--- src/rtl/mecg_pkg.sv ---
package mecg_pkg;
  localparam int NCAUSE  = 12;
  localparam int REG_W   = 32;
  localparam int NWIRED  = NCAUSE - 1;
  localparam int EXTRA_W = REG_W - NWIRED;

  localparam int C_WRPAR   = 0;
  localparam int C_RDPAR   = 1;
  localparam int C_SBE     = 2;
  localparam int C_SBE_THR = 3;
  localparam int C_DBE     = 4;
  localparam int C_CATTRIP = 5;
  localparam int C_TEMP    = 6;
  localparam int C_TRAIN   = 7;
  localparam int C_INIT    = 8;
  localparam int C_OD_SBE  = 9;
  localparam int C_OD_DBE  = 10;
  localparam int C_OTHER   = 11;

  localparam logic [NCAUSE-1:0] ERR_MASK =
    NCAUSE'((1 << C_WRPAR) | (1 << C_RDPAR) | (1 << C_SBE) | (1 << C_SBE_THR) |
            (1 << C_DBE) | (1 << C_OD_SBE) | (1 << C_OD_DBE));
endpackage

--- src/rtl/mecg_delta.sv ---
module mecg_delta #(
  parameter int W       = 1,
  parameter bit IS_RISE = 1'b1
) (
  input  logic         clk,
  input  logic         rst_n,
  input  logic [W-1:0] d_i,
  output logic         ev_o
);
  logic [W-1:0] prev_q;
  logic         vld_q;

  always_ff @(posedge clk or negedge rst_n) begin
    if (!rst_n) begin
      prev_q <= '0;
      vld_q  <= 1'b0;
    end else begin
      prev_q <= d_i;
      vld_q  <= 1'b1;
    end
  end

  generate
    if (IS_RISE) begin : g_rise
      assign ev_o = |(d_i & ~prev_q);
    end else begin : g_change
      assign ev_o = vld_q && (d_i != prev_q);
    end
  endgenerate
endmodule

--- src/rtl/mecg_sbe_cnt.sv ---
module mecg_sbe_cnt #(
  parameter int CNT_W    = 8,
  parameter int THR_INIT = 4
) (
  input  logic             clk,
  input  logic             rst_n,
  input  logic             inc_i,
  input  logic             clr_i,
  input  logic             thr_we_i,
  input  logic [CNT_W-1:0] thr_i,
  output logic             over_o
);
  localparam logic [CNT_W-1:0] CMAX = {CNT_W{1'b1}};

  logic [CNT_W-1:0] cnt_q, cnt_d, base;
  logic [CNT_W-1:0] thr_q;
  logic             cnt_en;

  always_comb begin
    base   = clr_i ? '0 : cnt_q;
    cnt_d  = (inc_i && base != CMAX) ? base + 1'b1 : base;
    cnt_en = inc_i | clr_i;
    over_o = inc_i && (cnt_d > thr_q);
  end

  always_ff @(posedge clk or negedge rst_n) begin
    if (!rst_n)      cnt_q <= '0;
    else if (cnt_en) cnt_q <= cnt_d;
  end

  always_ff @(posedge clk or negedge rst_n) begin
    if (!rst_n)        thr_q <= CNT_W'(THR_INIT);
    else if (thr_we_i) thr_q <= thr_i;
  end

  // a saturated count holds while no clear arrives
  a_r4_saturate: assert property (@(posedge clk) disable iff (!rst_n)
    (cnt_q == CMAX && !clr_i) |=> (cnt_q == CMAX));
  // a clear without an event returns the count to zero
  a_r4_clear_zero: assert property (@(posedge clk) disable iff (!rst_n)
    (clr_i && !inc_i) |=> (cnt_q == '0));
endmodule

--- src/rtl/mecg_chan.sv ---
module mecg_chan
  import mecg_pkg::*;
#(
  parameter int CNT_W    = 8,
  parameter int TEMP_W   = 8,
  parameter int THR_INIT = 4
) (
  input  logic               clk,
  input  logic               rst_n,
  input  logic               wr_par_i,
  input  logic               rd_par_i,
  input  logic               sbe_i,
  input  logic               dbe_i,
  input  logic               od_sbe_i,
  input  logic               od_dbe_i,
  input  logic               cattrip_i,
  input  logic [TEMP_W-1:0]  temp_i,
  input  logic               train_i,
  input  logic               init_i,
  input  logic [EXTRA_W-1:0] extra_i,
  input  logic               clr_we_i,
  input  logic               thr_we_i,
  input  logic [REG_W-1:0]   wdata_i,
  output logic [NCAUSE-1:0]  cause_o,
  output logic               rollup_o
);
  logic [REG_W-1:0] st_q, st_d, set_v, clr_v;
  logic             st_en;
  logic             sbe_over, temp_ev, train_ev, init_ev;

  mecg_sbe_cnt #(.CNT_W(CNT_W), .THR_INIT(THR_INIT)) u_cnt (
    .clk      (clk),
    .rst_n    (rst_n),
    .inc_i    (sbe_i),
    .clr_i    (clr_v[C_SBE]),
    .thr_we_i (thr_we_i),
    .thr_i    (wdata_i[CNT_W-1:0]),
    .over_o   (sbe_over)
  );

  mecg_delta #(.W(TEMP_W), .IS_RISE(1'b0)) u_temp (
    .clk (clk), .rst_n (rst_n), .d_i (temp_i), .ev_o (temp_ev)
  );
  mecg_delta #(.W(1), .IS_RISE(1'b1)) u_train (
    .clk (clk), .rst_n (rst_n), .d_i (train_i), .ev_o (train_ev)
  );
  mecg_delta #(.W(1), .IS_RISE(1'b1)) u_init (
    .clk (clk), .rst_n (rst_n), .d_i (init_i), .ev_o (init_ev)
  );

  always_comb begin
    set_v                    = '0;
    set_v[C_WRPAR]           = wr_par_i;
    set_v[C_RDPAR]           = rd_par_i;
    set_v[C_SBE]             = sbe_i;
    set_v[C_SBE_THR]         = sbe_over;
    set_v[C_DBE]             = dbe_i;
    set_v[C_CATTRIP]         = cattrip_i;
    set_v[C_TEMP]            = temp_ev;
    set_v[C_TRAIN]           = train_ev;
    set_v[C_INIT]            = init_ev;
    set_v[C_OD_SBE]          = od_sbe_i;
    set_v[C_OD_DBE]          = od_dbe_i;
    set_v[REG_W-1:NWIRED]    = extra_i;
    clr_v                    = clr_we_i ? wdata_i : '0;
    clr_v[C_CATTRIP]         = 1'b0;
    st_d                     = set_v | (st_q & ~clr_v);
    st_en                    = (|set_v) | (|clr_v);
  end

  always_ff @(posedge clk or negedge rst_n) begin
    if (!rst_n)     st_q <= '0;
    else if (st_en) st_q <= st_d;
  end

  always_comb begin
    cause_o          = '0;
    cause_o[NWIRED-1:0] = st_q[NWIRED-1:0];
    cause_o[C_OTHER] = |st_q[REG_W-1:NWIRED];
    rollup_o         = |(cause_o & ERR_MASK);
  end

  // the catastrophic-temperature bit never drops outside reset
  a_r7_cattrip_sticky: assert property (@(posedge clk) disable iff (!rst_n)
    st_q[C_CATTRIP] |=> st_q[C_CATTRIP]);
  // a clear with no competing event removes the bit
  a_r2_clear_takes: assert property (@(posedge clk) disable iff (!rst_n)
    (clr_we_i && wdata_i[C_WRPAR] && !wr_par_i) |=> !st_q[C_WRPAR]);
  // a same-cycle event beats the clear
  a_r2_set_wins: assert property (@(posedge clk) disable iff (!rst_n)
    wr_par_i |=> st_q[C_WRPAR]);
  // training cause only appears after the flag was seen high
  a_r6_train_rise: assert property (@(posedge clk) disable iff (!rst_n)
    $rose(st_q[C_TRAIN]) |-> $past(train_i));
endmodule

--- src/rtl/mem_err_cause_gen.sv ---
module mem_err_cause_gen
  import mecg_pkg::*;
#(
  parameter int NCH      = 4,
  parameter int CNT_W    = 8,
  parameter int TEMP_W   = 8,
  parameter int THR_INIT = 4,
  localparam int CH_W    = (NCH > 1) ? $clog2(NCH) : 1
) (
  input  logic                   clk,
  input  logic                   rst_n,
  input  logic [NCH-1:0]         wr_par_i,
  input  logic [NCH-1:0]         rd_par_i,
  input  logic [NCH-1:0]         sbe_i,
  input  logic [NCH-1:0]         dbe_i,
  input  logic [NCH-1:0]         od_sbe_i,
  input  logic [NCH-1:0]         od_dbe_i,
  input  logic [NCH-1:0]         cattrip_i,
  input  logic [NCH*TEMP_W-1:0]  temp_i,
  input  logic [NCH-1:0]         train_done_i,
  input  logic [NCH-1:0]         init_done_i,
  input  logic [NCH*EXTRA_W-1:0] extra_i,
  input  logic                   cfg_we_i,
  input  logic [CH_W-1:0]        cfg_ch_i,
  input  logic                   cfg_sel_i,
  input  logic [REG_W-1:0]       cfg_wdata_i,
  output logic [NCH*NCAUSE-1:0]  cause_o,
  output logic [NCH-1:0]         rollup_o
);
  logic [NCH-1:0] clr_we, thr_we;

  generate
    for (genvar g = 0; g < NCH; g++) begin : g_ch
      always_comb begin
        clr_we[g] = cfg_we_i && (cfg_ch_i == CH_W'(g)) && !cfg_sel_i;
        thr_we[g] = cfg_we_i && (cfg_ch_i == CH_W'(g)) &&  cfg_sel_i;
      end

      mecg_chan #(.CNT_W(CNT_W), .TEMP_W(TEMP_W), .THR_INIT(THR_INIT)) u_chan (
        .clk       (clk),
        .rst_n     (rst_n),
        .wr_par_i  (wr_par_i[g]),
        .rd_par_i  (rd_par_i[g]),
        .sbe_i     (sbe_i[g]),
        .dbe_i     (dbe_i[g]),
        .od_sbe_i  (od_sbe_i[g]),
        .od_dbe_i  (od_dbe_i[g]),
        .cattrip_i (cattrip_i[g]),
        .temp_i    (temp_i[g*TEMP_W +: TEMP_W]),
        .train_i   (train_done_i[g]),
        .init_i    (init_done_i[g]),
        .extra_i   (extra_i[g*EXTRA_W +: EXTRA_W]),
        .clr_we_i  (clr_we[g]),
        .thr_we_i  (thr_we[g]),
        .wdata_i   (cfg_wdata_i),
        .cause_o   (cause_o[g*NCAUSE +: NCAUSE]),
        .rollup_o  (rollup_o[g])
      );
    end
  endgenerate

  // at most one channel decodes any configuration write
  a_r10_one_target: assert property (@(posedge clk) disable iff (!rst_n)
    $onehot0(clr_we | thr_we));
endmodule

--- config.mk ---
export PLATFORM = sky130hd
export DESIGN_NAME = mem_err_cause_gen
export DESIGN_NICKNAME = d
export VERILOG_FILES = /design/src/rtl/mecg_pkg.sv /design/src/rtl/mecg_delta.sv /design/src/rtl/mecg_sbe_cnt.sv /design/src/rtl/mecg_chan.sv /design/src/rtl/mem_err_cause_gen.sv
export SDC_FILE = /design/constraint.sdc
export NUM_CORES = 1
export LEC_CHECK = 0
export ABC_AREA = 1
export BUFFER_PORTS_ARGS = -buffer_cell sky130_fd_sc_hd__buf_2
export CELL_PAD_IN_SITES_DETAIL_PLACEMENT = 2
export CELL_PAD_IN_SITES_GLOBAL_PLACEMENT = 2
export CORE_MARGIN = 10
export CORE_UTILIZATION = 30
export DETAILED_ROUTE_END_ITERATION = 8
export PLACE_DENSITY = 0.8
export SYNTH_ARGS = -nofsm -noshare
export SYNTH_HDL_FRONTEND = slang
export SYNTH_HIERARCHICAL = 1
export SYNTH_SLANG_ARGS = --single-unit
--- constraint.sdc ---
create_clock -name clk -period 2.07 [get_ports clk]
set_input_delay 0.1035 -clock clk [delete_from_list [all_inputs] [get_ports clk]]
set_output_delay 0.1035 -clock clk [all_outputs]
set_load 0.02 [all_outputs]
-- Word level (Yosys, flattened, before mapping)
Index checks and enable logic that the tools add are counted.
- bits in registers: 233
- logic and storage cells: 134
- add/sub/neg operators: 4
- magnitude comparators: 4
- equality and inequality tests: 11
- muxes and demuxes: 12
- bitwise gates (word level): 36
- reduce and logical (&&, ||, !) cells: 42
- operators by type and width (cell ; count):
    AND 32 bit ; 4
    2-to-1 mux 32 bit ; 4
    NOT 32 bit ; 4
    bitwise OR 32 bit ; 4
    OR reduction 32 bit ; 4
    OR reduction 31 bit ; 4
    OR reduction 21 bit ; 4
    2-to-1 mux 8 bit ; 8
    adder 8 x 1 -> 8 bit, second input constant ; 4
    > comparator 8 bit ; 4
    inequality test 8 bit ; 4
    inequality test 8 bit, second input constant ; 4
    OR reduction 7 bit ; 4
    logical AND 1 bit ; 24
    AND 1 bit ; 8
    NOT 1 bit ; 8
    bitwise OR 1 bit ; 8
    == test 2 bit, second input constant ; 2
    == test 2 x 1 -> 1 bit, second input constant ; 1
    logical NOT 2 bit ; 1
    logical NOT 1 bit ; 1

-- Depth between registers and ports, before layout
Gate-level depths: netlist of the first run.
- word-level depth: 12
- mapped depth: 24
- mapped depth without buffers: 23

-- By module
Netlist of the first run, hierarchy kept.
- by module, submodules not included (module ; instances ; cells each ; area each (um^2) ; seq. area each (um^2)):
    mecg_chan ; 4 ; 134 ; 1375.1 ; 800.8
    mecg_sbe_cnt ; 4 ; 141 ; 1104.8 ; 401.6
    mecg_delta (g_ch[0].u_chan.u_temp ...) ; 4 ; 58 ; 409.1 ; 225.2
    mecg_delta (g_ch[0].u_chan.u_init ...) ; 8 ; 3 ; 35.0 ; 25.0
    mem_err_cause_gen ; 1 ; 16 ; 63.8 ; 0.0

-- Worst setup path after synthesis of the first run
No wires, ideal clock.
- path type: input port to flip-flop
- start point: in cfg_ch_i[1]
- end point: reg g_ch[0].u_chan.st_q[3]
- arrival time: 2.646 ns
- required time: 1.952 ns
- path slack: -0.694 ns
- stages: 21
- buffers on the path: 1
- path through: nor2_1 -> nand2_1 -> nor2_1 -> buf_6 -> nand2_2 -> inv_1 -> inv_4 -> nand2_1 -> inv_1 -> ha_1 -> nand2_1 -> nor2_8 -> a21oi_2 -> a21oi_1 -> ha_1 -> nand2_1 -> nor2_1 -> nand3_1 -> o21ai_0 -> a21oi_1 -> a21o_1
- cells in the longest elaborated chain, start to end: 12
- elaborated cells between the ends (all ways): 17
- classes of those cells: 1 x add/sub; 1 x order compare; 1 x eq/ne; 3 x mux; 4 x bitwise; 7 x reduce/logical
- ends and longest elaborated chain (element ; line ; RTL):
    start: declaration ; mem_err_cause_gen.sv:24 ; input logic [CH_W-1:0] cfg_ch_i,
    logical NOT 2 bit (*) ; mem_err_cause_gen.sv:35 ; clr_we[g] = cfg_we_i && (cfg_ch_i == CH_W'(g)) && !cfg_sel_i;
    logical AND 1 bit (*) (2 in series) ; mem_err_cause_gen.sv:35 ;
    net clr_we[0] ; mem_err_cause_gen.sv:30 ; logic [NCH-1:0] clr_we, thr_we;
    2-to-1 mux 32 bit (*) ; mecg_chan.sv:65 ; clr_v = clr_we_i ? wdata_i : '0;
    net g_ch[0].u_chan.clr_v[2] ; mecg_chan.sv:27 ; logic [REG_W-1:0] st_q, st_d, set_v, clr_v;
    2-to-1 mux 8 bit (*) ; mecg_sbe_cnt.sv:20 ; base = clr_i ? '0 : cnt_q;
    parallel branches: the longest is 2 deep, another holds adder 8 x 1 -> 8 bit ; -- ;
    2-to-1 mux 8 bit (*) ; mecg_sbe_cnt.sv:21 ; cnt_d = (inc_i && base != CMAX) ? base + 1'b1 : base;
    net g_ch[0].u_chan.u_cnt.cnt_d[7] ; mecg_sbe_cnt.sv:15 ; logic [CNT_W-1:0] cnt_q, cnt_d, base;
    > comparator 8 bit (*) ; mecg_sbe_cnt.sv:23 ; over_o = inc_i && (cnt_d > thr_q);
    logical AND 1 bit (*) ; mecg_sbe_cnt.sv:23 ;
    net g_ch[0].u_chan.sbe_over ; mecg_chan.sv:29 ; logic sbe_over, temp_ev, train_ev, init_ev;
    OR reduction 32 bit ; mecg_chan.sv:68 ; st_en = (|set_v) | (|clr_v);
    bitwise OR 1 bit ; mecg_chan.sv:68 ;
    end signal: assignment ; mecg_chan.sv:73 ; else if (st_en) st_q <= st_d;
    end: declaration ; mecg_chan.sv:27 ;
Mark *: on every way through the listed nets, which the timed path passes.
A chain may end at the register's enable or synchronous reset.

-- Final worst setup path of the first run
- start point: reg g_ch[3].u_chan.u_cnt.cnt_q[1]
- end point: reg g_ch[3].u_chan.st_q[3]
- cells in the longest elaborated chain, start to end: 8
- elaborated cells between the ends (all ways): 10
- classes of those cells: 1 x add/sub; 1 x order compare; 1 x eq/ne; 2 x mux; 2 x bitwise; 3 x reduce/logical
- ends and longest elaborated chain (element ; line ; RTL):
    start: declaration ; mecg_sbe_cnt.sv:15 ;
    start signal: assignment ; mecg_sbe_cnt.sv:28 ; else if (cnt_en) cnt_q <= cnt_d;
    2-to-1 mux 8 bit (*) ; mecg_sbe_cnt.sv:20 ;
    parallel branches: the longest is 2 deep, another holds adder 8 x 1 -> 8 bit ; -- ;
    2-to-1 mux 8 bit (*) ; mecg_sbe_cnt.sv:21 ;
    net g_ch[3].u_chan.u_cnt.cnt_d[6] ; mecg_sbe_cnt.sv:15 ;
    > comparator 8 bit (*) ; mecg_sbe_cnt.sv:23 ;
    logical AND 1 bit (*) ; mecg_sbe_cnt.sv:23 ;
    net g_ch[3].u_chan.sbe_over ; mecg_chan.sv:29 ;
    OR reduction 32 bit ; mecg_chan.sv:68 ;
    bitwise OR 1 bit ; mecg_chan.sv:68 ;
    end signal: assignment ; mecg_chan.sv:73 ;
    end: declaration ; mecg_chan.sv:27 ;
Marks and branches as above.

==> impl_results.rst, run 1 <==
.. list-table::
   :header-rows: 1

   * - Metric
     - Value
   * - Status
     - complete, but fails checks
   * - Failing checks
     - setup timing
   * - Share of final-layout standard cells stronger than drive strength 1
     - 0.305
   * - Met1 Wirelength
     - 24.3 mm
   * - First-pass GRT wire length
     - ~100 mm
   * - Number of synthesized flops with an enable pin
     - 0
   * - Clock Root Buffer
     - clkbuf_16
   * - DIE HEIGHT
     - 219 microns
   * - Pwr per Cell Area
     - about 910 nW/um^2
   * - Cell area after synthesis
     - ~12000 sq um
   * - Leakage power total
     - between 0.008 and 0.009 uW
   * - Start point of the critical path
     - g_ch[3].u_chan/u_cnt/cnt_q[1]
   * - Fill count
     - between 4k and 5k
   * - Num ports
     - about 240
   * - DP Worst Slack
     - -762 ps
   * - Fin. max-slew vios
     - 0
   * - Final worst path period share
     - 1.32
   * - Number of antenna violations at the first check in global routing
     - 8
   * - Port Buffer Count
     - approximately 240
   * - Sequential-to-total area share from yosys stat
     - 0.497
   * - Non-Filler Instances
     - 2527
   * - Total CTS buffers
     - 30
   * - Post-layout instance area
     - approximately 19000 sq um
   * - Overall global routing resource usage
     - 0.287
   * - Setup Viol. Count Final
     - 4
   * - Worst clock skew
     - 18.6 ps
   * - Slew headroom
     - 0.551
   * - Fraction of registers with async set/reset
     - 1.00
   * - Placed Cells
     - ~2.2k
   * - Worst hold path cell count
     - 4
   * - Clock slew at reported path FFs
     - about 70 ps
   * - Average instance area after synthesis
     - roughly 8.7 sq um
   * - Total grt overflow
     - 0
   * - Detail Route met3 WL
     - approximately 2.9 mm
   * - Via count of the first global-routing pass
     - roughly 16k
   * - Flops & latches, synth
     - between 200 and 250
   * - Clock latency on the worst-skew pair
     - ~600 ps
   * - DRC violations left
     - 0
   * - Placed instance area
     - 14400 sq um
   * - Worst endpoint required time
     - ~2500 ps
   * - Yosys cell types
     - 29
   * - Growth of design area from synthesis to finish
     - 57.0%
   * - Peak supply drop
     - ~0.73 mV
   * - Worst path setup slack after routing
     - -655 ps
   * - Minimum clock period after layout
     - between 2000 and 3000 ps
   * - FF-to-FF path depth
     - 16
   * - Final Wtd Congestion
     - slightly below 0.8
   * - Post-DR wirelength/cell
     - around 29 microns
   * - Routed WL
     - 72.3 mm
   * - Number of H-tree levels
     - 1
   * - Number of rows created at floorplan
     - ~70
   * - Detail Route met2 WL
     - approximately 40 mm
   * - Reported max-cap violation count
     - 0
   * - Top Metal Used
     - met4
   * - ANT nets after route
     - 0
   * - Highest net fanout along the worst path
     - 4
   * - Worst Max-Slew Pin Slew
     - ~670 ps
   * - Count of vias placed by the detailed router
     - approximately 13k
   * - Synth warnings
     - 6
   * - Crit Path Category
     - reg -> reg
   * - Count of clock tree sinks
     - roughly 240
   * - Capturing element type of the critical path
     - register
   * - First DRT Iteration DRCs
     - a little over 700
   * - Launch instance of the worst min-delay path
     - sbe_i[1]
   * - Number of endpoints with negative hold slack in the final report
     - 0
   * - Number of cells produced by synthesis
     - between 1k and 1.5k
   * - Detailed Place HPWL
     - around 33 mm
   * - Endpoint arrival time on the critical path
     - around 3200 ps
   * - Setup repair after global routing missed its margin
     - yes
   * - CTS Buffer Depth
     - 3
   * - Main synth FF type
     - dfrtp_1
   * - Total negative setup slack
     - -1970 ps
   * - Length of the first detailed-routing pass in iterations
     - 5
   * - Critical Path Source Type
     - register
   * - Minimum hold slack
     - just over 50 ps
   * - Initial core utilization
     - 0.306
   * - Total die area
     - slightly below 50000 sq um
   * - Pin count of the biggest net entering global routing
     - between 60 and 70
   * - Synth Net Count
     - roughly 1.6k
   * - Source of the worst register-to-register timing path
     - g_ch[3].u_chan/u_cnt/cnt_q[1]
   * - Vias per inst
     - a little over 5
   * - Maximum clock rate
     - ~0.37 GHz
   * - Die Wd
     - about 220 microns
   * - Core area
     - around 39000 sq um
   * - Total Nets Final
     - roughly 2.2k
   * - CTS tree
     - done
   * - Min-Delay Path Class
     - in -> reg
[critical path, stage by stage, from the launching register on]
cell and delay [ps]:
dfrtp_1 390, inv_2 60, nor2_4 140, ha_4 190
nand2_4 70, nor2_8 170, buf_6 130, nand2_4 50
nor2_4 130, xor2_1 250, ha_1 250, nand2_4 100
nor2_4 130, nand3_2 100, o21ai_2 190, a21oi_2 60
a21o_1 170
[cell usage after synthesis (5+ instances only)]
cell type / count / share of area
a21o_1: 120 / 0.076
a21oi_1: 36 / 0.015
buf_4: 48 / 0.030
buf_6: 12 / 0.011
dfrtp_1: 232 / 0.49
ha_1: 36 / 0.038
inv_1: 174 / 0.055
inv_2: 5 / 0.0016
nand2_1: 385 / 0.12
nand2_2: 8 / 0.0042
nand2_4: 12 / 0.011
nand3_1: 43 / 0.018
nand3_2: 8 / 0.0067
nand4_1: 8 / 0.0042
nor2_1: 125 / 0.039
nor2_2: 8 / 0.0042
nor2_4: 12 / 0.011
o21ai_0: 36 / 0.015
or2_2: 12 / 0.0063
xor2_1: 16 / 0.012
[worst paths after layout]
check | end | slack (ps)
min in group asynchronous | g_ch[2].u_chan/st_q[9] | 70
worst max register to register | g_ch[3].u_chan/st_q[3] | -660
worst max-delay path | g_ch[3].u_chan/st_q[3] | -660
max in group asynchronous | g_ch[3].u_chan/st_q[21] | 1190
worst min register to register | g_ch[0].u_chan/st_q[5] | 480
worst min-delay path | g_ch[1].u_chan/u_cnt/cnt_q[0] | 50
[placed cells by master (no fill, tap or decap), drive strengths merged, types with 7 or more instances in the layout]
| cell type | n |
|---|---|
| a21o | 120 |
| a21oi | 40 |
| buf | 374 |
| clkbuf | 46 |
| clkinv | 7 |
| dfrtp | 232 |
| diode | 8 |
| dlygate4sd3 | 264 |
| ha | 36 |
| inv | 184 |
| nand2 | 405 |
| nand3 | 51 |
| nand4 | 8 |
| nor2 | 149 |
| o21ai | 36 |
| or2 | 12 |
| xor2 | 16 |
[routing by layer]
metal  vias up  GRT usage
li1       5450          -
met1      6542      0.279
met2       510      0.563
met3       273     0.0431
met4         0      0.161
met5         -          0
[through the flow]
stage	utilization	total power [uW]
after detailed placement	0.369	9600
after floorplan	-	7770
after CTS	0.469	15700
after global routing	0.480	17600
final	0.480	17000
after global placement	0.369	9210
[what timing repair did]
action                                 4_1_cts  5_1_grt
hold buffers                               264        0
resized for setup                           39       57
cloned                                       0        0
setup endpoints to repair                    4        5
endpoints found under the hold margin      382        0
buffers inserted                            17       19
pin swaps                                   37       40
[sequential cells by signal, indices dropped and copies added, names as in the netlist]
name	flops
g_ch.u_chan/st_q	128
g_ch.u_chan/u_train/prev_q	4
g_ch.u_chan/u_cnt/cnt_q	32
g_ch.u_chan/u_cnt/thr_q	32
g_ch.u_chan/u_temp/vld_q	4
g_ch.u_chan/u_init/prev_q	4
g_ch.u_chan/u_temp/prev_q	32
[cells by family after synthesis]
logic type	share of synthesized area
buffers and inverters	0.101
AO/OA/AOI/OAI	0.111
flip-flops	0.497
XOR/XNOR	0.0118
multiplexers	0.00378
adder cells (fa/ha/maj)	0.0379
AND/OR/NAND/NOR	0.236
other	0.00126
[final cells by class]
type | count | area (sq um) | share of cell area
diodes | 8 | 20.0 | 0.00107
inverters | 183 | 762 | 0.0408
multi-input cells | 889 | 5430 | 0.291
clock buffers | 45 | 867 | 0.0464
well taps | 518 | 648 | 0.0347
clock inverters | 9 | 98.8 | 0.00529
flip-flops and latches | 236 | 5910 | 0.317
repair buffers | 639 | 4940 | 0.264
[power breakdown]
group	total (uW)	switching [uW]	leakage, uW	internal, uW
registers	5620	494	0.00244	5120
logic	5910	3420	0.00539	2490
clock network	5450	2420	0.000477	3030
Note: power is estimated with default switching activity, not from simulation.
==> run 2: changes to the inputs <==
Settings changed: BUFFER_PORTS_ARGS -buffer_cell sky130_fd_sc_hd__buf_2 to unset, CORE_UTILIZATION 30 to 34, DONT_BUFFER_PORTS set to 1, PLACE_DENSITY 0.8 to unset, PLACE_DENSITY_LB_ADDON set to 0.1.
==> run 2 against run 1 <==
Effect of this change:
- the flow finishes with violations (hold timing, setup timing)
- clock skew about the same
- cell count shrank 13%
- die area decreased by 11%
- design area decreased by 7.6%
- maximum frequency increased by 15%
- critical path type unchanged
==> impl_results.rst, run 2 (synthesized netlist as in run 1, its figures left out) <==
.. list-table::
   :header-rows: 1

   * - Metric
     - Value
   * - DIE HEIGHT
     - 207 microns (was 219 microns)
   * - Switching share of total power
     - 0.336 (was 0.373)
   * - Minimum hold slack
     - -768 ps (was 51.9 ps)
   * - Status
     - complete, but fails checks (unchanged)
   * - Worst clock skew
     - 18.8 ps (was 18.6 ps)
   * - Worst path setup slack after routing
     - -307 ps (was -655 ps)
   * - Maximum clock rate
     - 0.421 GHz (was 0.367 GHz)
   * - Number of rows created at floorplan
     - 68 (was 72)
   * - Total Nets Final
     - 1949 (was 2205)
   * - ANT nets after route
     - 0 (unchanged)
   * - Worst Max-Slew Pin Slew
     - 720 ps (was 673 ps)
   * - Total CTS buffers
     - 29 (was 30)
   * - Crit Path Category
     - reg -> reg (unchanged)
   * - Endpoint arrival time on the critical path
     - 2840 ps (was 3190 ps)
   * - Total grt overflow
     - 0 (unchanged)
   * - First-pass GRT wire length
     - 81.2 mm (was 103 mm)
   * - DRC violations left
     - 0 (unchanged)
   * - Clock Root Buffer
     - clkbuf_16 (unchanged)
   * - Final worst path period share
     - 1.15 (was 1.32)
   * - Biggest register
     - g_ch.u_chan/st_q (unchanged)
   * - Min-Delay Path Class
     - in -> async (was in -> reg)
   * - Num ports
     - 242 (unchanged)
   * - Total die area
     - 42900 sq um (was 48000 sq um)
   * - Vias per inst
     - 4.94 (was 5.06)
   * - Die Wd
     - 207 microns (was 219 microns)
   * - Share of total power in sequential cells
     - 0.356 (was 0.331)
   * - Fin. max-slew vios
     - 0 (unchanged)
   * - Top library cells by usage in the layout, fill and taps aside
     - 361 x nand2_1, 286 x dlygate4sd3_1, 232 x dfrtp_1 (was 359 x nand2_1, 264 x dlygate4sd3_1, 239 x buf_2)
   * - Peak supply drop
     - 0.684 mV (was 0.731 mV)
   * - Leakage power total
     - 0.00731 uW (was 0.00830 uW)
   * - Combinational share of power
     - 0.306 (was 0.348)
   * - Number of antenna violations at the first check in global routing
     - 6 (was 8)
   * - Overall global routing resource usage
     - 0.241 (was 0.287)
   * - Port Buffer Count
     - 0 (was 241)
   * - Switch Pwr
     - 5270 uW (was 6340 uW)
   * - Failing checks
     - hold timing, setup timing (was setup timing)
   * - Count of clock tree sinks
     - 236 (unchanged)
   * - Critical Path Source Type
     - register (unchanged)
   * - Worst endpoint required time
     - 2530 ps (was 2540 ps)
   * - Number of endpoints with negative hold slack in the final report
     - 236 (was 0)
   * - DP Worst Slack
     - -352 ps (was -762 ps)
   * - Total Power
     - 15700 uW (was 17000 uW)
   * - CTS tree
     - done (unchanged)
   * - Area of the multi-input gates
     - 5430 sq um (about the same)
   * - Clock latency on the worst-skew pair
     - 580 ps (was 600 ps)
   * - Setup Viol. Count Final
     - 4 (unchanged)
   * - Reported max-cap violation count
     - 0 (unchanged)
   * - Power Internal
     - 10400 uW (was 10600 uW)
   * - Growth of design area from synthesis to finish
     - 45.0% (was 57.0%)
   * - Core area
     - 34500 sq um (was 38900 sq um)
   * - Routed WL
     - 54.8 mm (was 72.3 mm)
   * - Minimum clock period after layout
     - 2380 ps (was 2730 ps)
   * - Slew headroom
     - 0.518 (was 0.551)
   * - Number of flip-flops in the largest register
     - 128 (unchanged)
   * - First DRT Iteration DRCs
     - 523 (was 706)
   * - Area taken by flip-flops and latches
     - 5910 sq um (about the same)
   * - Post-route core utilization
     - 0.500 (was 0.480)
   * - Post-DR wirelength/cell
     - 24.9 microns (was 28.6 microns)
   * - Length of the first detailed-routing pass in iterations
     - 5 (unchanged)
   * - Fill count
     - 3693 (was 4109)
   * - Capturing element type of the critical path
     - register (unchanged)
   * - Clock network fraction of total power
     - 0.338 (was 0.321)
   * - Final Wtd Congestion
     - 0.771 (was 0.794)
   * - Via count of the first global-routing pass
     - 13.0k (was 15.6k)
   * - Setup repair after global routing missed its margin
     - yes (unchanged)
   * - Pwr per Cell Area
     - 909 nW/um^2 (about the same)
   * - Highest net fanout along the worst path
     - 6 (was 4)
   * - Leading cell type in the layout, fill and taps excluded
     - nand2_1 (unchanged)
   * - Number of H-tree levels
     - 1 (unchanged)
   * - Count of vias placed by the detailed router
     - 10.9k (was 12.8k)
   * - Initial core utilization
     - 0.345 (was 0.306)
   * - Pin count of the biggest net entering global routing
     - 237 (was 67)
   * - Clock slew at reported path FFs
     - 70 ps (about the same)
   * - Detailed Place HPWL
     - 29.0 mm (was 33.5 mm)
   * - CTS Buffer Depth
     - 3 (unchanged)
   * - Share of final-layout standard cells stronger than drive strength 1
     - 0.188 (was 0.305)
## run 2: cell count changes in the layout (fill, tap and decap cells not counted), moves of 3 or more
cell / previous run / this run
buf_12: 4 / 1
buf_6: 6 / 3
a21oi_1: 26 / 30
a21oi_2: 10 / 6
dlygate4sd3_1: 264 / 286
nand2_8: 3 / 0
diode_2: 8 / 5
buf_4: 124 / 93
nand2_4: 25 / 30
nand2_2: 18 / 14
clkbuf_1: 9 / 6
buf_2: 239 / 0
## run 2: critical path, stage by stage (launching register included)
cell and delay [ps]:
dfrtp_1 380, inv_2 60, nor2_4 120, ha_4 170
nand2_4 70, nor2_8 160, nand2_4 110, nand3_4 120
nand2_4 70, nand2_4 70, inv_2 50, ha_4 270
nand2_4 60, nor2_4 120, nand3_2 90, o21ai_2 130
a21oi_1 50, a21o_1 160
## run 2: path summary, 6_finish.rpt
path / startpoint / to / slack (ps) / cells past startpoint
worst max-delay path: g_ch[3].u_chan/u_cnt/cnt_q[1] / g_ch[3].u_chan/st_q[3] / -310 / 17
worst min-delay path: rst_n / g_ch[2].u_chan/u_cnt/cnt_q[6] / -770 / 0
worst max register to register: g_ch[3].u_chan/u_cnt/cnt_q[1] / g_ch[3].u_chan/st_q[3] / -310 / 17
worst min register to register: g_ch[2].u_chan/u_cnt/thr_q[2] / g_ch[2].u_chan/u_cnt/thr_q[2] / 500 / 2
max in group asynchronous: rst_n / g_ch[3].u_chan/st_q[10] / 2400 / 0
min in group clk: cfg_wdata_i[2] / g_ch[1].u_chan/u_cnt/cnt_q[0] / 10 / 6
## run 2: cell type report
cell class	count	share of cell area
sequential	236	0.342
multi-input combinational	889	0.314
timing repair buffer	384	0.210
clock buffer	41	0.0481
inverter	183	0.0442
tap	455	0.0330
clock inverter	11	0.00696
antenna	5	0.000725
## run 2: per-layer routing
layer	track usage	part of all wire	up-vias
li1	-	-	4927
met4	0.0788	0.032	2
met5	0	0.00018	-
met2	0.459	0.54	254
met3	0.0453	0.041	108
met1	0.261	0.38	5589
## run 2: metrics by stage
stage          TNS [ps]  std cells  area [sq um]
6_report           -858       2204         17300
5_1_grt           -1440       2203         17300
4_1_cts            -776       2188         16900
3_5_place_dp      -1350       1839         12900
3_3_place_gp      -1020       1839         12900
2_1_floorplan      -936       1372         12200
## run 2: power groups by stage
stage	combinational, uW	clock (uW)	sequential (uW)
finish	4800	5310	5580
global placement	3070	0	5600
floorplan	2300	0	5460
detailed placement	3240	0	5620
CTS	4120	5260	5550
global route	5290	5590	5640
## run 2: repair_timing
| action | CTS | global route |
|---|---|---|
| setup buffers | 11 | 10 |
| endpoints found under the setup margin | 5 | 6 |
| hold buffers | 286 | 1 |
| pin swaps | 42 | 43 |
| resized for setup | 41 | 46 |
| hold endpoints to repair | 467 | 239 |
==> run 3: changes to the inputs <==
Settings changed: CORE_UTILIZATION 34 to 41.
Clock period 2.07 ns to 3.1 ns, I/O delays scaled along.
==> run 3 against run 2 <==
Effect of this change:
- the run ends with hold timing left
- clock-buffer cell count increased by 4
- sequential share of layout area increased by 3.5 points
- register-to-register slack improved by 410 ps
- first-iteration DRC count increased by 64%
- clock skew increased by 7.0 ps
- setup slack improved by 340 ps
- core utilization increased by 4.6 points
- largest power group unchanged
==> impl_results.rst, run 3 (synthesized netlist as in run 1, its figures left out) <==
.. list-table::
   :header-rows: 1

   * - Metric
     - Value
   * - Vias per inst
     - 5.67 (was 4.94)
   * - Slew headroom
     - 0.216 (was 0.518)
   * - Clock latency on the worst-skew pair
     - 560 ps (was 580 ps)
   * - Clock slew at reported path FFs
     - 60 ps (was 70 ps)
   * - Count of clock tree sinks
     - 236 (unchanged)
   * - Worst Max-Slew Pin Slew
     - 1170 ps (was 720 ps)
   * - Total Power
     - 9980 uW (was 15700 uW)
   * - Minimum hold slack
     - -694 ps (was -768 ps)
   * - Share of final-layout standard cells stronger than drive strength 1
     - 0.0876 (was 0.188)
   * - Port Buffer Count
     - 0 (unchanged)
   * - Number of H-tree levels
     - 1 (unchanged)
   * - Growth of design area from synthesis to finish
     - 31.6% (was 45.0%)
   * - Top library cells by usage in the layout, fill and taps aside
     - 384 x nand2_1, 268 x dlygate4sd3_1, 232 x dfrtp_1 (was 361 x nand2_1, 286 x dlygate4sd3_1, 232 x dfrtp_1)
   * - Setup fix buffers added after clock tree synthesis
     - 0 (was 11)
   * - Final Wtd Congestion
     - 0.799 (was 0.771)
   * - Largest stage delay on the critical path
     - 610 ps (was 380 ps)
   * - Number of antenna violations at the first check in global routing
     - 8 (was 6)
   * - Area taken by flip-flops and latches
     - 5910 sq um (unchanged)
   * - Final worst path period share
     - 0.991
   * - Die Wd
     - 190 microns (was 207 microns)
   * - Maximum clock rate
     - 0.326 GHz
   * - Worst path buffer plus inverter count
     - 4 (was 2)
   * - CTS Buffer Depth
     - 3 (unchanged)
   * - Post-route core utilization
     - 0.545 (was 0.500)
   * - Fill count
     - 2962 (was 3693)
   * - Dominant delay contributor by cell family on the critical path
     - simple AND/OR/NAND/NOR gates (unchanged)
   * - Reg-to-reg critical path endpoint
     - g_ch[0].u_chan/st_q[3] (was g_ch[3].u_chan/st_q[3])
   * - Number of flip-flops in the largest register
     - 128 (unchanged)
   * - Failing checks
     - hold timing (was hold timing, setup timing)
   * - Worst endpoint required time
     - 3600 ps (was 2530 ps)
   * - First-pass GRT wire length
     - 91.8 mm (was 81.2 mm)
   * - Leakage power total
     - 0.00672 uW (was 0.00731 uW)
   * - Biggest register
     - g_ch.u_chan/st_q (unchanged)
   * - Count of vias placed by the detailed router
     - 11.5k (was 10.9k)
   * - Pwr per Cell Area
     - 637 nW/um^2 (was 909 nW/um^2)
   * - Clock Root Buffer
     - clkbuf_16 (unchanged)
   * - Length of the first detailed-routing pass in iterations
     - 5 (unchanged)
   * - Core area
     - 28700 sq um (was 34500 sq um)
   * - Endpoint arrival time on the critical path
     - 3570 ps (was 2840 ps)
   * - Setup Viol. Count Final
     - 0 (was 4)
   * - Crit Path Category
     - in -> reg (was reg -> reg)
   * - Num ports
     - 242 (unchanged)
   * - Via count of the first global-routing pass
     - 13.5k (was 13.0k)
   * - Reported max-cap violation count
     - 0 (unchanged)
   * - Total die area
     - 36200 sq um (was 42900 sq um)
   * - Slowest stage cell, crit path
     - dlygate4sd3_1 (was dfrtp_1)
   * - Source of the worst register-to-register timing path
     - g_ch[0].u_chan/u_cnt/cnt_q[1] (was g_ch[3].u_chan/u_cnt/cnt_q[1])
   * - Total grt overflow
     - 0 (unchanged)
   * - ANT nets after route
     - 0 (unchanged)
   * - Initial core utilization
     - 0.415 (was 0.345)
   * - Minimum clock period after layout
     - a little over 3000 ps
   * - FF-to-FF path depth
     - 17 (unchanged)
   * - Total negative setup slack
     - 0 ps (was -858 ps)
   * - Capturing element type of the critical path
     - register (unchanged)
   * - CTS tree
     - done (unchanged)
   * - Number of endpoints with negative hold slack in the final report
     - 236 (unchanged)
   * - Number of hold buffers added after cts
     - 269 (was 286)
   * - Total CTS buffers
     - 29 (unchanged)
   * - Leading cell type in the layout, fill and taps excluded
     - nand2_1 (unchanged)
   * - Total Nets Final
     - 1842 (was 1949)
   * - Setup slack on the worst flop-to-flop path
     - 100 ps (was -310 ps)
   * - Pin count of the biggest net entering global routing
     - 237 (unchanged)
   * - Routed WL
     - 66.2 mm (was 54.8 mm)
   * - Most Frequent Cell on Critical Path
     - nand2_1 (was nand2_4)
   * - First DRT Iteration DRCs
     - 860 (was 523)
   * - Worst clock skew
     - 25.8 ps (was 18.8 ps)
   * - Post-DR wirelength/cell
     - 32.6 microns (was 24.9 microns)
   * - Number of rows created at floorplan
     - 62 (was 68)
   * - Peak supply drop
     - 0.463 mV (was 0.684 mV)
   * - Highest net fanout along the worst path
     - 5 (was 6)
   * - Status
     - complete, but fails checks (unchanged)
   * - Overall global routing resource usage
     - 0.336 (was 0.241)
   * - Critical Path Source Type
     - input pin (was register)
   * - Critical path, cell by cell
     - dlygate4sd3_1, nor2_4, nand2_2, inv_4, inv_4, nand2_1, inv_1, ha_1, nand2_2, nor2_8, a21oi_4, nand2_1, nand2_1, nand2_1, ha_1, nand2_1, o21ai_0, nand2_1, a21oi_1, a21o_1 (was inv_2, nor2_4, ha_4, nand2_4, nor2_8, nand2_4, nand3_4, nand2_4, nand2_4, inv_2, ha_4, nand2_4, nor2_4, nand3_2, o21ai_2, a21oi_1, a21o_1)
   * - Min-Delay Path Class
     - in -> async (unchanged)
   * - Area of the multi-input gates
     - 4830 sq um (was 5430 sq um)
   * - DIE HEIGHT
     - 190 microns (was 207 microns)
   * - Fin. max-slew vios
     - 0 (unchanged)
   * - Detailed Place HPWL
     - 27.2 mm (was 29.0 mm)
   * - DRC violations left
     - 0 (unchanged)
## run 3: changes by cell type in the layout (fill, tap and decap cells not counted), sizes merged
cell,change
inv,-1
clkbuf,+4
clkinv,-7
diode,+7
dlygate4sd3,-18
buf,-89
## run 3: worst max path at each step
stage | from | endpoint | slack [ps] | cells past startpoint
CTS | cfg_wdata_i[2] | g_ch[2].u_chan/st_q[3] | 270 | 18
finish | cfg_sel_i | g_ch[2].u_chan/st_q[3] | 30 | 20
global placement | cfg_ch_i[1] | g_ch[1].u_chan/st_q[3] | 180 | 20
detailed placement | cfg_ch_i[1] | g_ch[1].u_chan/st_q[3] | 70 | 20
global route | cfg_ch_i[1] | g_ch[0].u_chan/st_q[3] | -60 | 22
floorplan | cfg_ch_i[1] | g_ch[0].u_chan/st_q[3] | 280 | 21
## run 3: layer usage
metal	up-vias	GRT usage	share of wire	wire (microns)
met5	-	0	0	0
met4	0	0.161	0.058	3840
met3	236	0.0825	0.069	4590
met2	555	0.593	0.51	33800
met1	5985	0.370	0.36	23900
li1	4719	-	-	-
## run 3: through the flow
stage	worst slack, ps	hold WS [ps]	instances	cell area [sq um]
2_1_floorplan	285	-141	1372	11900
3_3_place_gp	180	-128	1700	12000
3_5_place_dp	69.6	-131	1700	12000
4_1_cts	273	-721	2017	15600
5_1_grt	-58.3	-726	2027	15700
6_report	28.2	-694	2029	15700
## run 3: timing repair
action,CTS,global route
endpoints found under the hold margin,468,236
gates resized for setup,0,11
endpoints found under the setup margin,0,4
## run 3: where the power goes
part           leakage [uW]  total, uW  switching [uW]  internal (uW)
Sequential          0.00244       3780             364           3420
Clock              0.000469       3670            1570           2100
Combinational       0.00381       2530            1660            869
Total               0.00672       9980            3590           6390
## run 3: layout make-up
class / instances / area share
diodes: 12 / 0.00192
flip-flops and latches: 236 / 0.378
well taps: 384 / 0.0307
clock buffers: 45 / 0.0566
multi-input cells: 889 / 0.308
repair buffers: 277 / 0.176
inverters: 183 / 0.0447
clock inverters: 3 / 0.00416
